**src/rtl/brc_pkg.sv**
```systemverilog
package brc_pkg;

  typedef struct packed {
    logic       asyncMode;
    logic [2:0] lat;
    logic       waitHigh;
    logic       hold2;
    logic       waitEarly;
    logic       seqOrder;
    logic       noWrap;
    logic [2:0] lenCode;
  } cfg_t;

  typedef struct packed {
    logic start;
    logic capture;
  } strobe_t;

  localparam logic [2:0] LEN_FOUR  = 3'b001;
  localparam logic [2:0] LEN_EIGHT = 3'b010;
  localparam logic [2:0] LEN_CONT  = 3'b111;
  localparam logic [2:0] LAT_MIN   = 3'd2;
  localparam logic [2:0] LAT_MAX   = 3'd6;

  localparam cfg_t CFG_RESET = '{asyncMode: 1'b1, lat: 3'd3, waitHigh: 1'b1,
                                 hold2: 1'b0, waitEarly: 1'b1, seqOrder: 1'b1,
                                 noWrap: 1'b1, lenCode: LEN_CONT};

  function automatic logic [2:0] legalLat(input logic [2:0] code);
    if (code < LAT_MIN)      return LAT_MIN;
    else if (code > LAT_MAX) return LAT_MAX;
    else                     return code;
  endfunction

endpackage

```
**src/rtl/brc_cfg_reg.sv**
```systemverilog
module brc_cfg_reg
  import brc_pkg::*;
(
  input  logic        clk,
  input  logic        rstN,
  input  logic        cfgWe,
  input  logic [15:0] cfgData,
  input  logic        advN,
  input  logic        busy,
  output cfg_t        liveCfg
);

  cfg_t stagedCfg;
  logic writeOk;

  assign writeOk = cfgWe && cfgData[6] && !cfgData[14] && (cfgData[5:4] == 2'b00);

  always_ff @(posedge clk or negedge rstN) begin
    if (!rstN) begin
      stagedCfg <= CFG_RESET;
      liveCfg   <= CFG_RESET;
    end else begin
      if (writeOk) begin
        stagedCfg <= '{asyncMode: cfgData[15], lat: legalLat(cfgData[13:11]),
                       waitHigh: cfgData[10], hold2: cfgData[9],
                       waitEarly: cfgData[8], seqOrder: cfgData[7],
                       noWrap: cfgData[3], lenCode: cfgData[2:0]};
      end
      if (!busy && advN) liveCfg <= stagedCfg;
    end
  end

endmodule

```
**src/rtl/brc_datapath.sv**
```systemverilog
module brc_datapath
  import brc_pkg::*;
#(
  parameter int AW        = 16,
  parameter int DW        = 16,
  parameter int ROW_WORDS = 16
) (
  input  logic          clk,
  input  logic          rstN,
  input  logic          advN,
  input  logic [AW-1:0] addrIn,
  input  logic          asyncMode,
  input  logic          seqOrder,
  input  logic          noWrap,
  input  logic [2:0]    lenCode,
  input  strobe_t       strb,
  input  logic [DW-1:0] memData,
  output logic [AW-1:0] memAddr,
  output logic [DW-1:0] dataOut,
  output logic          rowCross
);

  localparam int ROW_BITS = $clog2(ROW_WORDS);

  logic [AW-1:0] baseQ, beatIdx, beatAddr, lowMask;
  logic [DW-1:0] dataQ;
  logic          linear, fixedLen;

  always_ff @(posedge clk or negedge rstN) begin
    if (!rstN) begin
      baseQ   <= '0;
      beatIdx <= '0;
      dataQ   <= '0;
    end else begin
      if (!advN) baseQ <= addrIn;
      if (strb.start)        beatIdx <= '0;
      else if (strb.capture) beatIdx <= beatIdx + 1'b1;
      if (strb.capture) dataQ <= memData;
    end
  end

  always_comb begin
    fixedLen = (lenCode == LEN_FOUR) || (lenCode == LEN_EIGHT);
    lowMask  = (lenCode == LEN_EIGHT) ? AW'(7) : AW'(3);
    linear   = (lenCode == LEN_CONT) || (seqOrder && noWrap && fixedLen);
    if (linear)
      beatAddr = baseQ + beatIdx;
    else if (!seqOrder)
      beatAddr = (baseQ & ~lowMask) | ((baseQ ^ beatIdx) & lowMask);
    else
      beatAddr = (baseQ & ~lowMask) | ((baseQ + beatIdx) & lowMask);
  end

  assign rowCross = linear && (beatIdx != '0) && (beatAddr[ROW_BITS-1:0] == '0);
  assign memAddr  = asyncMode ? (advN ? baseQ : addrIn) : beatAddr;
  assign dataOut  = asyncMode ? memData : dataQ;

endmodule

```
**src/rtl/brc_ctrl.sv**
```systemverilog
module brc_ctrl
  import brc_pkg::*;
(
  input  logic       clk,
  input  logic       rstN,
  input  logic       advN,
  input  logic       oeN,
  input  logic       asyncMode,
  input  logic [2:0] lat,
  input  logic       waitHigh,
  input  logic       hold2,
  input  logic       waitEarly,
  input  logic [2:0] lenCode,
  input  logic       rowCross,
  output strobe_t    strb,
  output logic       busy,
  output logic       waitOut
);

  logic       inLat, holdCnt, skipDone, inWait;
  logic [2:0] latCnt;
  logic [3:0] beats, lenBeats;
  logic       cont, done, beatTime, skip, latDone, waitAssert;

  always_comb begin
    case (lenCode)
      LEN_FOUR:  lenBeats = 4'd4;
      LEN_EIGHT: lenBeats = 4'd8;
      default:   lenBeats = 4'd1;
    endcase
    cont         = (lenCode == LEN_CONT);
    done         = !cont && (beats == lenBeats);
    beatTime     = busy && !inLat && !holdCnt;
    skip         = beatTime && !done && rowCross && !skipDone;
    latDone      = busy && inLat && (latCnt == '0);
    strb.start   = !advN && !asyncMode;
    strb.capture = !strb.start && (latDone || (beatTime && !done && !skip));
  end

  always_ff @(posedge clk or negedge rstN) begin
    if (!rstN) begin
      busy <= 1'b0; inLat <= 1'b0; latCnt <= '0; holdCnt <= 1'b0;
      beats <= '0; skipDone <= 1'b0; inWait <= 1'b0;
    end else if (strb.start) begin
      busy <= 1'b1; inLat <= 1'b1; latCnt <= lat - 3'd1;
      beats <= '0; skipDone <= 1'b0; inWait <= 1'b0; holdCnt <= 1'b0;
    end else if (busy && inLat) begin
      if (latDone) begin
        inLat <= 1'b0; beats <= 4'd1; holdCnt <= hold2;
      end else begin
        latCnt <= latCnt - 3'd1;
      end
    end else if (busy) begin
      inWait <= 1'b0;
      if (holdCnt) begin
        holdCnt <= 1'b0;
      end else if (done) begin
        busy <= 1'b0;
      end else if (skip) begin
        skipDone <= 1'b1; inWait <= 1'b1;
      end else begin
        beats <= beats + 4'd1; skipDone <= 1'b0; holdCnt <= hold2;
      end
    end
  end

  assign waitAssert = busy && (waitEarly ? skip : inWait);
  assign waitOut    = (!oeN && waitAssert) ? waitHigh : !waitHigh;

endmodule

```
**src/rtl/burst_read_ctrl.sv**
```systemverilog
module burst_read_ctrl
  import brc_pkg::*;
#(
  parameter int AW        = 16,
  parameter int DW        = 16,
  parameter int ROW_WORDS = 16
) (
  input  logic          clk,
  input  logic          rstN,
  input  logic          cfgWe,
  input  logic [15:0]   cfgData,
  input  logic          advN,
  input  logic [AW-1:0] addrIn,
  input  logic          oeN,
  output logic [AW-1:0] memAddr,
  input  logic [DW-1:0] memData,
  output logic [DW-1:0] dataOut,
  output logic          waitOut
);

  cfg_t    liveCfg;
  strobe_t strb;
  logic    busy, rowCross;

  brc_cfg_reg uCfg (
    .clk(clk), .rstN(rstN), .cfgWe(cfgWe), .cfgData(cfgData),
    .advN(advN), .busy(busy), .liveCfg(liveCfg)
  );

  brc_ctrl uCtrl (
    .clk(clk), .rstN(rstN), .advN(advN), .oeN(oeN),
    .asyncMode(liveCfg.asyncMode), .lat(liveCfg.lat),
    .waitHigh(liveCfg.waitHigh), .hold2(liveCfg.hold2),
    .waitEarly(liveCfg.waitEarly), .lenCode(liveCfg.lenCode),
    .rowCross(rowCross), .strb(strb), .busy(busy), .waitOut(waitOut)
  );

  brc_datapath #(.AW(AW), .DW(DW), .ROW_WORDS(ROW_WORDS)) uData (
    .clk(clk), .rstN(rstN), .advN(advN), .addrIn(addrIn),
    .asyncMode(liveCfg.asyncMode), .seqOrder(liveCfg.seqOrder),
    .noWrap(liveCfg.noWrap), .lenCode(liveCfg.lenCode), .strb(strb),
    .memData(memData), .memAddr(memAddr), .dataOut(dataOut),
    .rowCross(rowCross)
  );

endmodule

```
**config.mk**
```make
export PLATFORM = sky130hd
export DESIGN_NAME = burst_read_ctrl
export DESIGN_NICKNAME = d
export VERILOG_FILES = /design/src/rtl/brc_pkg.sv /design/src/rtl/brc_cfg_reg.sv /design/src/rtl/brc_datapath.sv /design/src/rtl/brc_ctrl.sv /design/src/rtl/burst_read_ctrl.sv
export SDC_FILE = /design/constraint.sdc
export NUM_CORES = 1
export LEC_CHECK = 0
export ABC_AREA = 1
export BUFFER_PORTS_ARGS = -buffer_cell sky130_fd_sc_hd__buf_4
export CORE_MARGIN = 4
export CORE_UTILIZATION = 60
export DETAILED_ROUTE_END_ITERATION = 7
export GPL_TIMING_DRIVEN = 0
export PLACE_DENSITY = 0.84
export SLEW_MARGIN = 20
export SYNTH_ARGS = -nofsm -noshare
export SYNTH_HDL_FRONTEND = slang
export SYNTH_SLANG_ARGS = --single-unit
```
**constraint.sdc**
```tcl
create_clock -name clk -period 3.1 [get_ports clk]
set_input_delay 0.31 -clock clk [delete_from_list [all_inputs] [get_ports clk]]
set_output_delay 0.31 -clock clk [all_outputs]
set_load 0.01 [all_outputs]
```
==> impl_metrics.csv <==
group,metric,value,unit
synthesis,synth_top_cells_by_area,"dfrtp_1 (30%), nand2_1 (18%), dfstp_2 (9.7%)",
synthesis,ys_ff_latch,84,
global_route,grt_overflow,0,
run_status,violations,"negative hold slack",
clock_tree,cts_tree,"done",
cells_and_area,area_growth,19.2,%
synthesis,synthDistinctLibCells,39,
global_route,grt_pass1_vias,5232,
place,dp.cells,941,
sta,holdWs,-0.0300,ns
global_route,grt_max_degree,85,
cells_and_area,fill_cells,703,
clock_tree,cts_buffers,9,
sta,timing.fmax,336,MHz
sta,fin_ws,0.123,ns
flow_run,max_cap_viol_count,0,
floorplanning,core_area,8720,um^2
floorplanning,die_width,103,um
pwr,power_density,898,nW/um^2
setup_path,arrival,2.67,ns
floorplanning,die_h,103,um
clock_tree,worstSkewPairLatency,0.36,ns
sta,setup_violations,0,
setup_path,required,2.79,ns
pwr,p_leak,3.37,nW
sta,tightest_slew,0.761,ns
clock_tree,cts_hold_buf,0,
floorplanning,rows,34,
route,routedWlPerCell,14.9,um
run_status,status,"finished with violations",
route,drtIter0Drc,275,
route,ant_nets,0,
synthesis,netlist_instances,749,
setup_path,reg2reg_from,"uData.beatIdx[0]$_DFFE_PN0P_",
sta,period_minus_slack,2.98,ns
synthesis,yosysTopAreaCellShare,0.297,
synthesis,ys.flop_type,"dfrtp_1",
cells_and_area,fin_nets,920,
route,vias_per_cell,5.56,
synthesis,synth_top_cell_by_area,"dfrtp_1",
setup_path,path_class,"reg -> out",
setup_path,crit_chain,"ha_2, inv_1, fa_2, inv_1, nand2_1, a21oi_2, nand2_1, nand2_2, buf_4, xor2_1, nand2_1, a31oi_1, buf_4",
setup_path,crit_top_cell,"nand2_1",
setup_path,start_kind,"flop",
worst_hold_path,hp-class,"in -> async",
route,wl,14300,um
setup_path,r2r-end,"uData.beatIdx[5]$_DFFE_PN0P_",
clock_tree,clock-root-buffer,"clkbuf_8",
synthesis,async_reset_ff_frac,1.00,
route,drc,0,
floorplanning,die-area,10600,um^2
floorplanning,initial_core_util,0.618,
global_route,antenna_found_initial,0,
floorplanning,ioPinCount,86,
setup_path,r2r_slack,0.61,ns
sta,relSlewSlack,0.492,
synthesis,yosys_warnings,0,
place,place_ws,0.400,ns
pwr,vdd_drop_max,0.530,mV
global_route,grt_pass1_wl,23800,um
cells_and_area,drive_gt1_frac,0.192,
setup_path,endpoint_kind,"output pin",
global_route,gr-usage-all-layers,0.282,
setup_path,slowest_delay,0.42,ns
setup_path,critPathMaxFanout,5,
synthesis,synth_edf_count,0,
synthesis,yosysMostFrequentCell,"nand2_1",
sta,finalHoldViolCount,26,
sta,slew_viol_final,0,
clock_tree,path_clk_slew,0.10,ns
sta,post-route-period-util,0.960,
setup_path,cp_slowest_cell,"dfrtp_2",
clock_tree,clock_tree.buffer_depth,2,
place,dpl.hpwl,10600,um
place,io_buffers,84,
clock_tree,cts.htree.levels,3,
route,drt_pass1_iterations,5,
synthesis,ys_top_cells_by_count,"nand2_1 (263), nor2_1 (66), dfrtp_1 (64)",
sta,fin_tns_setup,0,ns
synthesis,avgSynthCellArea,7.20,um^2
synthesis,synth.net_count,822,
cells_and_area,stdcell_count,960,
synthesis,netlist_area,5390,um^2
route,num_vias,5342,
setup_path,critPathCapture,"memAddr[6]",
place,gp_congestion,0.917,
sta,skew,0.0113,ns
clock_tree,cts_num_sinks,84,
cells_and_area,diodes,0,
synthesis,ys_seq_area_frac,0.395,
setup_path,r2r_cells,12,
setup_path,startpoint,"uData.beatIdx[0]$_DFFE_PN0P_",
## logic make-up (layout without fill, tap and decap cells)
kind of cell / count (synthesis) / count (layout) / synth area share
and+or+nand+nor: 443 / 443 / 0.353
DFF: 84 / 84 / 0.395
adders and majority gates: 20 / 20 / 0.0478
muxes: 11 / 11 / 0.0227
xor gates and xnor gates: 20 / 20 / 0.0325
buffers and inverters: 85 / 188 / 0.0631
AOI/OAI and AO/OA: 86 / 86 / 0.0861
## area by class of cell
cell class | count | area (um^2) | area share
timing repair buffer | 87 | 657 | 0.102
clock inverter | 5 | 66.3 | 0.0103
clock buffer | 11 | 151 | 0.0236
sequential | 84 | 2130 | 0.331
multi-input combinational | 580 | 2950 | 0.459
tap | 108 | 135 | 0.0210
buffer | 32 | 141 | 0.0220
inverter | 53 | 199 | 0.0310
## worst max-delay path: cells and delay by family, from the launching register on
family | cells | cell delay (ns)
compound gates | 2 | 0.42
simple gates | 4 | 0.40
buf+inv | 4 | 0.39
flops | 1 | 0.42
xor+xnor | 1 | 0.13
fa+ha+maj | 2 | 0.53
## metal layers
metal | track usage | vias up | wire length, um | share of wire
li1 | - | 2638 | - | -
met1 | 0.361 | 2496 | 5820 | 0.41
met2 | 0.485 | 184 | 7310 | 0.51
met3 | 0.0406 | 24 | 822 | 0.058
met4 | 0.109 | 0 | 319 | 0.022
met5 | 0 | - | 0 | 0
## sequential cells by signal (all words and copies together), names as in the netlist
name	flops
uData.baseQ	16
uData.beatIdx	16
uData.dataQ	16
uCfg.liveCfg	12
uCfg.stagedCfg	12
uCtrl.beats	4
uCtrl.latCnt	3
uCtrl.busy	1
uCtrl.holdCnt	1
uCtrl.inLat	1
uCtrl.inWait	1
uCtrl.skipDone	1
## layout by cell type, fill, tap and decap left out, types with 3 or more instances in the layout
cell type  instances
nand2_1          262
a21oi_1           34
buf_2              5
mux2_2            10
ha_1              18
buf_1              4
xnor2_1            6
nand3b_1           4
inv_1             51
clkbuf_1          20
buf_4             88
nor2_1            65
nor2_2             3
a21o_1             4
nand3_2            5
nand4_1           27
a31oi_1            3
dfrtp_1           63
xor2_1            14
clkbuf_8          11
nand2_2            6
nor4_1             3
o21ai_0           38
nand3_1           55
nor3_1             6
nand2_4            3
dfstp_2           20
## metrics by stage
stage	instance area [um^2]	power [mW]	utilization
2_1_floorplan	5390	3.82	-
3_3_place_gp	6160	4.75	0.706
3_5_place_dp	6160	4.86	0.706
4_1_cts	6380	5.72	0.731
5_1_grt	6420	6.28	0.737
6_report	6420	5.77	0.737
## worst min path at each step
stage                                        startpoint                            end  depth (start not counted)
after floorplan                                    rstN   uCfg.liveCfg[10]$_DFFE_PN0P_                          0
after global placement    uCfg.stagedCfg[6]$_DFFE_PN0P_  uCfg.stagedCfg[6]$_DFFE_PN0P_                          2
after detailed placement  uCfg.stagedCfg[6]$_DFFE_PN0P_  uCfg.stagedCfg[6]$_DFFE_PN0P_                          2
after CTS                                    cfgData[9]  uCfg.stagedCfg[6]$_DFFE_PN0P_                          3
after global routing                               rstN  uData.beatIdx[12]$_DFFE_PN0P_                          1
final                                              rstN  uData.beatIdx[12]$_DFFE_PN0P_                          1
## where the power goes
| part | switching, mW | total (mW) | internal (mW) |
|---|---|---|---|
| Combinational | 1.87 | 3.06 | 1.19 |
| Sequential | 0.337 | 1.85 | 1.51 |
| Clock | 0.431 | 0.859 | 0.428 |
## repair_timing
item | in CTS | in global routing
gates resized for setup | 1 | 7
pin swaps | 0 | 2
buffers inserted | 0 | 3
endpoints found under the setup margin | 1 | 5
Note: power is estimated with default switching activity, not from simulation.
